==> src/rtl/cla16_pkg.sv <==
package cla16_pkg;

    // Default geometry of the adder: bits per lookahead group and group count.
    localparam int DEF_GRP_W = 4;
    localparam int DEF_N_GRP = 4;

endpackage

==> src/rtl/cla_lookahead.sv <==
// Flat sum-of-products lookahead over W generate/propagate pairs.
// Used both inside a group (bit terms) and as the second level (group terms).
module cla_lookahead #(
    parameter int W = 4
) (
    input  logic [W-1:0] gen_i,
    input  logic [W-1:0] prop_i,
    input  logic         cin_i,
    output logic [W-1:0] carry_o,
    output logic         blk_prop_o,
    output logic         blk_gen_o
);

    // carry_o[i] is the carry into position i. Each carry is formed as its own
    // product-sum from the terms below it, with no reuse of earlier carries.
    always_comb begin
        carry_o[0] = cin_i;
        for (int i = 1; i < W; i++) begin
            logic acc;
            logic term;
            acc = cin_i;
            for (int k = 0; k < i; k++) begin
                acc = acc & prop_i[k];
            end
            for (int j = 0; j < i; j++) begin
                term = gen_i[j];
                for (int k = j + 1; k < i; k++) begin
                    term = term & prop_i[k];
                end
                acc = acc | term;
            end
            carry_o[i] = acc;
        end
    end

    // Block terms are independent of the carry-in.
    always_comb begin
        logic acc;
        logic term;
        blk_prop_o = &prop_i;
        acc = 1'b0;
        for (int j = 0; j < W; j++) begin
            term = gen_i[j];
            for (int k = j + 1; k < W; k++) begin
                term = term & prop_i[k];
            end
            acc = acc | term;
        end
        blk_gen_o = acc;
    end

endmodule

==> src/rtl/cla_group.sv <==
// One lookahead group: bit terms, in-group carries, sum bits, group terms.
module cla_group #(
    parameter int W = 4
) (
    input  logic [W-1:0] a_i,
    input  logic [W-1:0] b_i,
    input  logic         cin_i,
    output logic [W-1:0] sum_o,
    output logic         blk_prop_o,
    output logic         blk_gen_o
);

    logic [W-1:0] bit_gen;
    logic [W-1:0] bit_prop;
    logic [W-1:0] bit_carry;

    always_comb begin
        bit_gen  = a_i & b_i;
        bit_prop = a_i | b_i;
    end

    cla_lookahead #(
        .W (W)
    ) la_i (
        .gen_i      (bit_gen),
        .prop_i     (bit_prop),
        .cin_i      (cin_i),
        .carry_o    (bit_carry),
        .blk_prop_o (blk_prop_o),
        .blk_gen_o  (blk_gen_o)
    );

    always_comb begin
        sum_o = a_i ^ b_i ^ bit_carry;
    end

endmodule

==> src/rtl/cla16_adder.sv <==
module cla16_adder #(
    parameter int GRP_W  = cla16_pkg::DEF_GRP_W,
    parameter int N_GRP  = cla16_pkg::DEF_N_GRP,
    parameter int DATA_W = GRP_W * N_GRP
) (
    input  logic              clk,
    input  logic              rst_n,
    input  logic [DATA_W-1:0] a_i,
    input  logic [DATA_W-1:0] b_i,
    input  logic              cin_i,
    output logic [DATA_W-1:0] sum_o,
    output logic              cout_o,
    output logic              prop_o,
    output logic              gen_o
);

    typedef struct packed {
        logic [DATA_W-1:0] sum;
        logic              cout;
        logic              prop;
        logic              gen;
    } cla_out_t;

    logic [N_GRP-1:0]  grp_prop;
    logic [N_GRP-1:0]  grp_gen;
    logic [N_GRP-1:0]  grp_cin;
    logic [DATA_W-1:0] sum_w;
    logic              top_prop;
    logic              top_gen;

    cla_out_t out_d;
    cla_out_t out_q;

    // First level: one lookahead group per slice.
    for (genvar g = 0; g < N_GRP; g++) begin : g_grp
        cla_group #(
            .W (GRP_W)
        ) grp_i (
            .a_i        (a_i[g*GRP_W +: GRP_W]),
            .b_i        (b_i[g*GRP_W +: GRP_W]),
            .cin_i      (grp_cin[g]),
            .sum_o      (sum_w[g*GRP_W +: GRP_W]),
            .blk_prop_o (grp_prop[g]),
            .blk_gen_o  (grp_gen[g])
        );
    end

    // Second level: carry into every group from the group terms.
    cla_lookahead #(
        .W (N_GRP)
    ) top_la_i (
        .gen_i      (grp_gen),
        .prop_i     (grp_prop),
        .cin_i      (cin_i),
        .carry_o    (grp_cin),
        .blk_prop_o (top_prop),
        .blk_gen_o  (top_gen)
    );

    always_comb begin
        out_d      = out_q;
        out_d.sum  = sum_w;
        out_d.cout = top_gen | (top_prop & cin_i);
        out_d.prop = top_prop;
        out_d.gen  = top_gen;
    end

    always_ff @(posedge clk or negedge rst_n) begin
        if (!rst_n) begin
            out_q <= '0;
        end else begin
            out_q <= out_d;
        end
    end

    always_comb begin
        sum_o  = out_q.sum;
        cout_o = out_q.cout;
        prop_o = out_q.prop;
        gen_o  = out_q.gen;
    end

endmodule

==> config.mk <==
export PLATFORM = sky130hd
export DESIGN_NAME = cla16_adder
export DESIGN_NICKNAME = d
export VERILOG_FILES = /design/src/rtl/cla16_pkg.sv /design/src/rtl/cla_lookahead.sv /design/src/rtl/cla_group.sv /design/src/rtl/cla16_adder.sv
export SDC_FILE = /design/constraint.sdc
export NUM_CORES = 1
export LEC_CHECK = 0
export ABC_AREA = 1
export BUFFER_PORTS_ARGS = -buffer_cell sky130_fd_sc_hd__buf_2
export CAP_MARGIN = 20
export CELL_PAD_IN_SITES_DETAIL_PLACEMENT = 0
export CELL_PAD_IN_SITES_GLOBAL_PLACEMENT = 1
export CORE_AREA = 4 4 72 74
export DETAILED_ROUTE_END_ITERATION = 8
export DIE_AREA = 0 0 76 78
export PLACE_DENSITY_LB_ADDON = 0.1
export SLEW_MARGIN = 20
export SYNTH_ARGS = -nofsm -noshare
export SYNTH_HDL_FRONTEND = slang
export SYNTH_SLANG_ARGS = --single-unit
==> constraint.sdc <==
create_clock -name clk -period 0.8 [get_ports clk]
set_input_delay 0.12 -clock clk [delete_from_list [all_inputs] [get_ports clk]]
set_output_delay 0.12 -clock clk [all_outputs]
set_load 0.02 [all_outputs]
==> metrics.md, run 1 <==
| Metric | Value |
|---|---|
| Status | finished, violations left |
| Violated checks | negative setup slack |
| Routed wire length per instance | 10.22 um |
| TritonCTS buffer count | 3 |
| Final WS setup | -530.9 ps |
| Net Count, Synth | 262 |
| Number of global-route vias before repair | 1568 |
| Flops & latches, synth | 19 |
| Kind of critical path | input pin to flip-flop |
| DP HPWL | 2.843 mm |
| RSZ-0062 raised after global routing | yes |
| Most common cell after layout, fill and taps aside | buf_4 |
| Critical Path Max Stage Delay | 430 ps |
| Routability-driven placement congestion ratio | 0.6875 |
| Initial DRC count | 15 |
| Drt via density | 4.183 |
| Critical path startpoint category | input pin |
| Final core utilization | 67.84% |
| GRT Overall Usage | 13.17% |
| Area occupied by registers | 475.5 um^2 |
| Die area | 0.005928 mm^2 |
| Via count | 1489 |
| DRT antenna net count | 0 |
| CTS sink cnt | 19 |
| Root buf cell | clkbuf_8 |
| Slew at the pin with the worst max-slew slack | 278.4 ps |
| Pleak | 1.603 nW |
| Maxcap violations | 0 |
| Drt first pass iters | 4 |
| Period minus WS final | 1331 ps |
| Share of layout cells above drive strength 1 | 65.89% |
| Peak VDD IR | 733.7 uV |
| Power Dens Cells | 1265 mW/mm^2 |
| Area Overhead vs Synth | 90.89% |
| ANT cells | 0 |
| Final setup vio count | 36 |
| Yosys warns | 0 |
| Largest net degree at the start of global routing | 12 |
| Avg Cell Area, Syn | 8.555 um^2 |
| Max Freq | 0.7514 GHz |
| Final hold vios | 0 |
| Crit path capture type | flip-flop |
| Die Y | 78 um |
| Post-Route WL | 3.640 mm |
| CP Cell Sequence | buf_12 > inv_12 > ha_4 > or2_4 > nor2_8 > nand3_2 > nand4_4 > fa_2 |
| Final period util | 166.4% |
| Post-Synthesis Cells | 191 |
| Post-route DRC | 0 |
| Initial antenna violation count | 0 |
| Most frequent cells in the layout | buf_4, inv_1, buf_6 |
| Clock slew seen by the registers of the worst setup and hold paths | 70 ps |
| Row count | 25 |
| Nets@finish | 374 |
| Crit-path slowest cell | fa_2 |
| Max_slew headroom | 81.44% |
| Fillers | 369 |
| Fin Hold WS | 206.4 ps |
| Initial Util | 35.54% |
| Grt ovf | 0 |
| Area of the multi-input gates | 0.001266 mm^2 |
| Clk buf depth | 2 |
| TritonCTS clock tree | yes |
| Port-buffer cells | 53 |
| Place WS | -879.0 ps |
| Unique masters post-synth | 20 |
| Data arrival time of the critical path | 1470 ps |
| Netlist Area Pre-Place | 0.001634 mm^2 |
| Maximum level of the CTS H-tree | 1 |
| Core Footprint | 0.004598 mm^2 |
| HP Class | input pin to flip-flop |
| Slew Limit Fails | 0 |
| Die Width | 76 um |
| IO Pins | 54 |
| First-pass GRT wire length | 6.479 mm |
| Register area share after synthesis | 29.10% |
| Peak fanout along the critical path | 5 |
| Worst endpoint required time | 930 ps |
==> kinds of logic after synthesis <==
group                    Yosys count  share of synthesized area [%]
AO/OA/AOI/OAI                      7                          2.680
adder cells (fa/ha/maj)           36                          29.40
flip-flops                        19                          29.10
XOR/XNOR                          10                          5.360
buffers and inverters             61                          14.01
AND/OR/NAND/NOR                   58                          19.45
==> stage by stage <==
stage	instance area [um^2]	std cells	TNS (ps)	total power, mW
after floorplan	1858	191	-6228	2.056
after global placement	2444	330	-12640	2.651
after detailed placement	2444	330	-12970	2.673
after CTS	2949	351	-8090	3.870
after global routing	3119	356	-10060	4.207
final	3119	356	-8390	3.946
==> cell usage after synthesis <==
cell | count | share of area [%]
inv_2 | 1 | 0.23
ha_1 | 32 | 25
nor2_1 | 4 | 0.92
dfrtp_1 | 19 | 29
xnor2_1 | 3 | 1.6
inv_1 | 60 | 14
xor2_1 | 7 | 3.8
nand3_1 | 9 | 2.8
nor4_2 | 1 | 0.77
fa_1 | 4 | 4.9
nand2_1 | 27 | 6.2
o21bai_1 | 1 | 0.46
nand2_2 | 5 | 1.9
nand4_2 | 1 | 0.77
nor2_2 | 5 | 1.9
nand3_2 | 4 | 2.5
nor2_8 | 1 | 1.2
o221a_2 | 1 | 0.69
a21oi_1 | 5 | 1.5
or2_4 | 1 | 0.54
==> cell type report <==
cell class	instances	share of cell area (%)
repair buffers	107	30.57
clock buffers	4	1.444
multi-input cells	111	40.59
well taps	54	2.166
flip-flops and latches	19	15.24
inverters	61	9.988
==> worst max-delay path: cells and delay by family <==
family / cells / cell delay (ps)
adders and majority gates: 2 / 560
buffers and inverters: 2 / 120
and+or+nand+nor: 4 / 670
==> where the power goes <==
group	internal [mW]	switching, mW
registers	1.14	0.0930
clock network	0.354	0.331
logic	1.09	0.939
==> what timing repair did <==
item / 4_1_cts / 5_1_grt
resized for setup: 88 / 37
buffers inserted: 29 / 6
setup endpoints to repair: 38 / 36
hold buffers: 1 / 0
hold endpoints to repair: 19 / 0
pin swaps: 20 / 24
==> state kept, by name, summed over array words and instances (netlist names) <==
name,count
gen_o,1
sum_o,16
prop_o,1
cout_o,1
==> final timing paths <==
check	start	to	slack, ps	cells past startpoint
setup / recovery	a_i[4]	sum_o[12]$_DFF_PN0_	-530	8
hold / removal	a_i[5]	sum_o[5]$_DFF_PN0_	210	4
max in group asynchronous	rst_n	sum_o[10]$_DFF_PN0_	200	3
min in group asynchronous	rst_n	sum_o[5]$_DFF_PN0_	260	2
==> per-layer routing <==
metal | share of wire (%) | wire length, um | global-route usage [%]
met1 | 40 | 1474 | 15.44
met2 | 54 | 1957 | 23.89
met3 | 4.8 | 174 | 2.088
met4 | 0.93 | 34 | 4.804
met5 | 0 | 0 | 0
Note: power is estimated with default switching activity, not from simulation.
==> inputs of run 2 (changes only) <==
Clock period 0.8 ns to 1.38 ns, I/O delays scaled along.
==> metrics.md, run 2 (synthesized netlist as in run 1, its figures left out) <==
| Metric | Value |
|---|---|
| Violated checks | negative setup slack (unchanged) |
| Initial antenna violation count | 0 (unchanged) |
| Peak fanout along the critical path | 5 (unchanged) |
| Total power | 2.058 mW (was 3.946 mW) |
| Max Freq | 0.7189 GHz |
| Flop pwr share | 33.3% (was 31.3%) |
| Data arrival time of the critical path | 1540 ps (was 1470 ps) |
| Maximum level of the CTS H-tree | 1 (unchanged) |
| Fin Hold WS | 290.9 ps (was 206.4 ps) |
| Via count | 1402 (was 1489) |
| Most common cell after layout, fill and taps aside | buf_2 (was buf_4) |
| Row count | 25 (unchanged) |
| Post-route cell area | 0.002754 mm^2 (was 0.003119 mm^2) |
| Final period util | 100.8% |
| Final setup vio count | 1 (was 36) |
| Clock slew seen by the registers of the worst setup and hold paths | 80 ps (was 70 ps) |
| Routability-driven placement congestion ratio | 0.7009 (was 0.6875) |
| Clk buf depth | 2 (unchanged) |
| Post-Route WL | 3.451 mm (was 3.640 mm) |
| Die Width | 76 um (unchanged) |
| Critical path startpoint category | input pin (unchanged) |
| Die area | 0.005928 mm^2 (unchanged) |
| RSZ-0062 raised after global routing | yes (unchanged) |
| Port-buffer cells | 53 (unchanged) |
| Initial DRC count | 23 (was 15) |
| Crit path capture type | flip-flop (unchanged) |
| Kind of critical path | input pin to flip-flop (unchanged) |
| Sw frac | 36.73% (was 34.54%) |
| Number of flip-flops under the largest register name | 16 (unchanged) |
| Worst endpoint required time | 1520 ps (was 930 ps) |
| CTS sink cnt | 19 (unchanged) |
| Power Dens Cells | 747.3 mW/mm^2 (was 1265 mW/mm^2) |
| Crit-path slowest cell | fa_2 (unchanged) |
| Fillers | 429 (was 369) |
| Maxcap violations | 0 (unchanged) |
| Drt first pass iters | 2 (was 4) |
| Post-route DRC | 0 (unchanged) |
| Core Footprint | 0.004598 mm^2 (unchanged) |
| IO Pins | 54 (unchanged) |
| Routed wire length per instance | 10.27 um (was 10.22 um) |
| DRT antenna net count | 0 (unchanged) |
| Die Y | 78 um (unchanged) |
| GRT Overall Usage | 11.91% (was 13.17%) |
| Status | finished, violations left (unchanged) |
| CP Cell Sequence | buf_8 > inv_4 > ha_4 > or2_4 > nor2_8 > nand3_4 > nand4_4 > fa_2 (was buf_12 > inv_12 > ha_4 > or2_4 > nor2_8 > nand3_2 > nand4_4 > fa_2) |
| Area Overhead vs Synth | 68.53% (was 90.89%) |
| Final WS setup | -11.00 ps (was -530.9 ps) |
| Max_slew headroom | 67.51% (was 81.44%) |
| Period minus WS final | 1391 ps |
| Pleak | 1.443 nW (was 1.603 nW) |
| Final setup TNS | -11.00 ps (was -8390 ps) |
| Share of layout cells above drive strength 1 | 59.93% (was 65.89%) |
| Psw | 755.9 uW (was 1.363 mW) |
| Final core utilization | 59.89% (was 67.84%) |
| Critical Path Max Stage Delay | 430 ps (about the same) |
| Grt ovf | 0 (unchanged) |
| Drt via density | 4.173 (was 4.183) |
| Int Power | 1.302 mW (was 2.583 mW) |
| Placed cells | 325 (was 330) |
| Non-filler cells, final | 336 (was 356) |
| Nets@finish | 354 (was 374) |
| Final hold vios | 0 (unchanged) |
| Buf+Inv Stages, Crit Path | 2 (unchanged) |
| Most frequent cells in the layout | buf_2, inv_1, buf_4 (was buf_4, inv_1, buf_6) |
| Initial Util | 35.54% (unchanged) |
| Place WS | -351.5 ps (was -879.0 ps) |
| TritonCTS clock tree | yes (unchanged) |
| TritonCTS buffer count | 3 (unchanged) |
| ANT cells | 0 (unchanged) |
| Number of global-route vias before repair | 1437 (was 1568) |
| Clock power frac | 20.6% (was 17.4%) |
| Gate power share | 46.1% (was 51.3%) |
| Peak VDD IR | 371.8 uV (was 733.7 uV) |
| Area after DPL | 0.002318 mm^2 (was 0.002444 mm^2) |
| Largest net degree at the start of global routing | 20 (was 12) |
| Slew at the pin with the worst max-slew slack | 487.3 ps (was 278.4 ps) |
| Slew Limit Fails | 0 (unchanged) |
| First-pass GRT wire length | 5.934 mm (was 6.479 mm) |
| HP Class | input pin to flip-flop (unchanged) |
| Top Family by Delay on Critical Path | simple AND/OR/NAND/NOR gates (unchanged) |
| DP HPWL | 2.700 mm (was 2.843 mm) |
| Root buf cell | clkbuf_8 (unchanged) |
-- run 2: path summary, 6_finish.rpt --
check                                 endpoint  slack [ps]  startpoint  cells after the start
worst max-delay path       sum_o[12]$_DFF_PN0_         -10      a_i[5]                      8
worst min-delay path        sum_o[5]$_DFF_PN0_         290      b_i[5]                      4
max in group asynchronous     cout_o$_DFF_PN0_         620       rst_n                      2
min in group asynchronous   sum_o[4]$_DFF_PN0_         430       rst_n                      2
-- run 2: repair_timing --
item                                   CTS  global route
gates cloned                             0             0
setup endpoints to repair                7            10
pin swaps                               17            30
hold buffers                             1             0
resized for setup                       38            50
endpoints found under the hold margin   19             0
setup buffers                            2             4
-- run 2: tightest hold or removal path, delay by kind of cell --
kind,cells,cell delay (ps)
XOR/XNOR,1,50
buffers and inverters,2,140
adder cells (fa/ha/maj),1,120
-- run 2: layout make-up --
type | count | area [um^2] | area share (%)
Multi-Input combinational cell | 111 | 1242 | 45.12
Timing Repair Buffer | 87 | 631.9 | 22.94
Sequential cell | 19 | 475.5 | 17.26
Inverter | 61 | 291.5 | 10.59
Tap cell | 54 | 67.56 | 2.453
Clock buffer | 4 | 45.04 | 1.636
-- run 2: power groups by stage --
stage	Sequential, mW	Clock (mW)	Combinational (mW)
after floorplan	0.841	0	0.328
after global placement	0.697	0	0.798
after detailed placement	0.696	0	0.805
after CTS	0.687	0.447	0.874
after global routing	0.697	0.462	1.05
final	0.686	0.423	0.949
-- run 2: metal layers --
layer | share of wire [%] | GRT usage, % | vias to the layer above | wire length [um]
met4 | 0.84 | 3.203 | 0 | 29
met1 | 44 | 15.38 | 627 | 1531
met3 | 5.6 | 2.552 | 4 | 194
li1 | - | - | 738 | -
met2 | 49 | 19.95 | 33 | 1695
met5 | 0 | 0 | - | 0
==> inputs of run 3 (changes only) <==
Settings changed: CORE_AREA 4 4 72 74 to 4 4 69 71, DIE_AREA 0 0 76 78 to 0 0 73 75.
Clock period 1.38 ns to 1.7 ns, I/O delays scaled along.
==> metrics.md, run 3 (synthesized netlist as in run 1, its figures left out) <==
| Metric | Value |
|---|---|
| Pleak | 1.351 nW (was 1.443 nW) |
| Clock power frac | 22.1% (was 20.6%) |
| Routed wire length per instance | 9.156 um (was 10.27 um) |
| Flop pwr share | 37.4% (was 33.3%) |
| Post-CTS Setup Inserts | 0 (was 2) |
| Psw | 527.3 uW (was 755.9 uW) |
| Uppermost layer routed | met4 (unchanged) |
| Row count | 24 (was 25) |
| Buf+Inv Stages, Crit Path | 4 (was 2) |
| Post-CTS Hold Fix Bufs | 1 (unchanged) |
| Post-route DRC | 0 (unchanged) |
| Met3 wire length | 198 um (was 194 um) |
| CP Cell Sequence | buf_2 > inv_1 > ha_1 > inv_1 > a21oi_1 > nand2_1 > nor2_1 > inv_1 > fa_1 > xor2_1 (was buf_8 > inv_4 > ha_4 > or2_4 > nor2_8 > nand3_4 > nand4_4 > fa_2) |
| Critical Path Max Stage Delay | 370 ps (was 430 ps) |
| Die area | 0.005475 mm^2 (was 0.005928 mm^2) |
| M1 WL | 1.435 mm (was 1.531 mm) |
| IO Pins | 54 (unchanged) |
| Final setup vio count | 0 (was 1) |
| Nets@finish | 346 (was 354) |
| First-pass GRT wire length | 5.168 mm (was 5.934 mm) |
| Period minus WS final | 1483 ps |
| HP Class | input pin to flip-flop (unchanged) |
| TritonCTS clock tree | yes (unchanged) |
| Most common cell after layout, fill and taps aside | inv_1 (was buf_2) |
| Resize count post-CTS | 0 (was 38) |
| Core Footprint | 0.004234 mm^2 (was 0.004598 mm^2) |
| Most frequent cells in the layout | inv_1, buf_2, ha_1 (was buf_2, inv_1, buf_4) |
| Routability-driven placement congestion ratio | 0.6951 (was 0.7009) |
| Maximum level of the CTS H-tree | 1 (unchanged) |
| Drt first pass iters | 3 (was 2) |
| Area Overhead vs Synth | 35.15% (was 68.53%) |
| Crit-path slowest cell | fa_1 (was fa_2) |
| Initial antenna violation count | 0 (unchanged) |
| Peak VDD IR | 392.3 uV (was 371.8 uV) |
| Clk buf depth | 2 (unchanged) |
| Sw frac | 35.59% (was 36.73%) |
| Initial DRC count | 21 (was 23) |
| Largest net degree at the start of global routing | 20 (unchanged) |
| Crit-path most repeated cell | inv_1 |
| Top Family by Delay on Critical Path | adder cells (was simple AND/OR/NAND/NOR gates) |
| Crit path capture type | flip-flop (unchanged) |
| Number of flip-flops under the largest register name | 16 (unchanged) |
| GRT Overall Usage | 12.06% (was 11.91%) |
| Kind of critical path | input pin to flip-flop (unchanged) |
| Data arrival time of the critical path | 1630 ps (was 1540 ps) |
| Grt ovf | 0 (unchanged) |
| Port-buffer cells | 53 (unchanged) |
| Via count | 1321 (was 1402) |
| Initial Util | 38.59% (was 35.54%) |
| Int Power | 954.2 uW (was 1.302 mW) |
| Clock slew seen by the registers of the worst setup and hold paths | 80 ps (about the same) |
| Slew at the pin with the worst max-slew slack | 479.1 ps (was 487.3 ps) |
| Die Width | 73 um (was 76 um) |
| Worst endpoint required time | 1840 ps (was 1520 ps) |
| Post-Route WL | 2.985 mm (was 3.451 mm) |
| Critical path startpoint category | input pin (unchanged) |
| DRT antenna net count | 0 (unchanged) |
| Die Y | 75 um (was 78 um) |
| Final hold vios | 0 (unchanged) |
| Number of global-route vias before repair | 1312 (was 1437) |
| RSZ-0062 raised after global routing | no (was yes) |
| Hold path start | cin_i (was b_i[5]) |
| TritonCTS buffer count | 3 (unchanged) |
| Min-Delay Endpoint | cout_o$_DFF_PN0_ (was sum_o[5]$_DFF_PN0_) |
| Final period util | 87.25% |
| CTS sink cnt | 19 (unchanged) |
| Slew Limit Fails | 0 (unchanged) |
| Share of layout cells above drive strength 1 | 37.23% (was 59.93%) |
| Final core utilization | 52.16% (was 59.89%) |
| Max Freq | 0.6742 GHz |
| Met2 wire length | 1.321 mm (was 1.695 mm) |
| Power Dens Cells | 670.9 mW/mm^2 (was 747.3 mW/mm^2) |
| WHS Path Cells | 3 (was 4) |
| Root buf cell | clkbuf_8 (unchanged) |
| Maxcap violations | 0 (unchanged) |
| DP HPWL | 2.600 mm (was 2.700 mm) |
| Status | complete, no violations (was finished, violations left) |
| Drt via density | 4.052 (was 4.173) |
| Gate power share | 40.5% (was 46.1%) |
| Total power | 1.482 mW (was 2.058 mW) |
| Peak fanout along the critical path | 3 (was 5) |
| Max_slew headroom | 68.06% (was 67.51%) |
| ANT cells | 0 (unchanged) |
run 3: metal layers:
layer	global-route usage (%)	vias to the layer above
met2	19.86	33
met4	4.918	0
met1	15.71	566
li1	-	720
met3	2.003	2
met5	0	-
run 3: worst max-delay path by stage:
| stage | startpoint | endpoint | slack (ps) | cells after the start |
|---|---|---|---|---|
| detailed placement | a_i[3] | sum_o[5]$_DFF_PN0_ | -80 | 10 |
| finish | a_i[3] | sum_o[5]$_DFF_PN0_ | 220 | 10 |
| floorplan | a_i[5] | sum_o[12]$_DFF_PN0_ | 130 | 7 |
| CTS | a_i[3] | sum_o[5]$_DFF_PN0_ | 200 | 10 |
| global route | b_i[1] | sum_o[5]$_DFF_PN0_ | 80 | 12 |
| global placement | a_i[1] | sum_o[5]$_DFF_PN0_ | -60 | 12 |
run 3: area by class of cell:
class | instances | area, um^2
Fill cell | 414 | 2026
Multi-Input combinational cell | 111 | 929.6
Sequential cell | 19 | 475.5
Timing Repair Buffer | 79 | 462.9
Inverter | 61 | 229.0
Tap cell | 52 | 65.06
Clock buffer | 3 | 41.29
Clock inverter | 1 | 5.005
run 3: power by group through the flow:
| stage | clock network (mW) | logic (mW) | registers (mW) |
|---|---|---|---|
| final | 0.328 | 0.600 | 0.554 |
| after global placement | 0 | 0.605 | 0.564 |
| after floorplan | 0 | 0.234 | 0.683 |
| after global routing | 0.367 | 0.678 | 0.563 |
| after CTS | 0.353 | 0.614 | 0.555 |
| after detailed placement | 0 | 0.610 | 0.563 |
run 3: stage by stage:
stage | setup TNS (ps) | cell area, um^2 | cells | hold WS (ps) | worst slack (ps)
finish | 0 | 2208 | 326 | 254.3 | 216.8
CTS | 0 | 2208 | 326 | 244.3 | 204.9
detailed placement | -312.6 | 2152 | 321 | 242.1 | -79.34
global route | 0 | 2208 | 326 | 256.0 | 80.54
global placement | -273.7 | 2152 | 321 | 237.4 | -63.02
floorplan | 0 | 1634 | 191 | -40.59 | 132.2
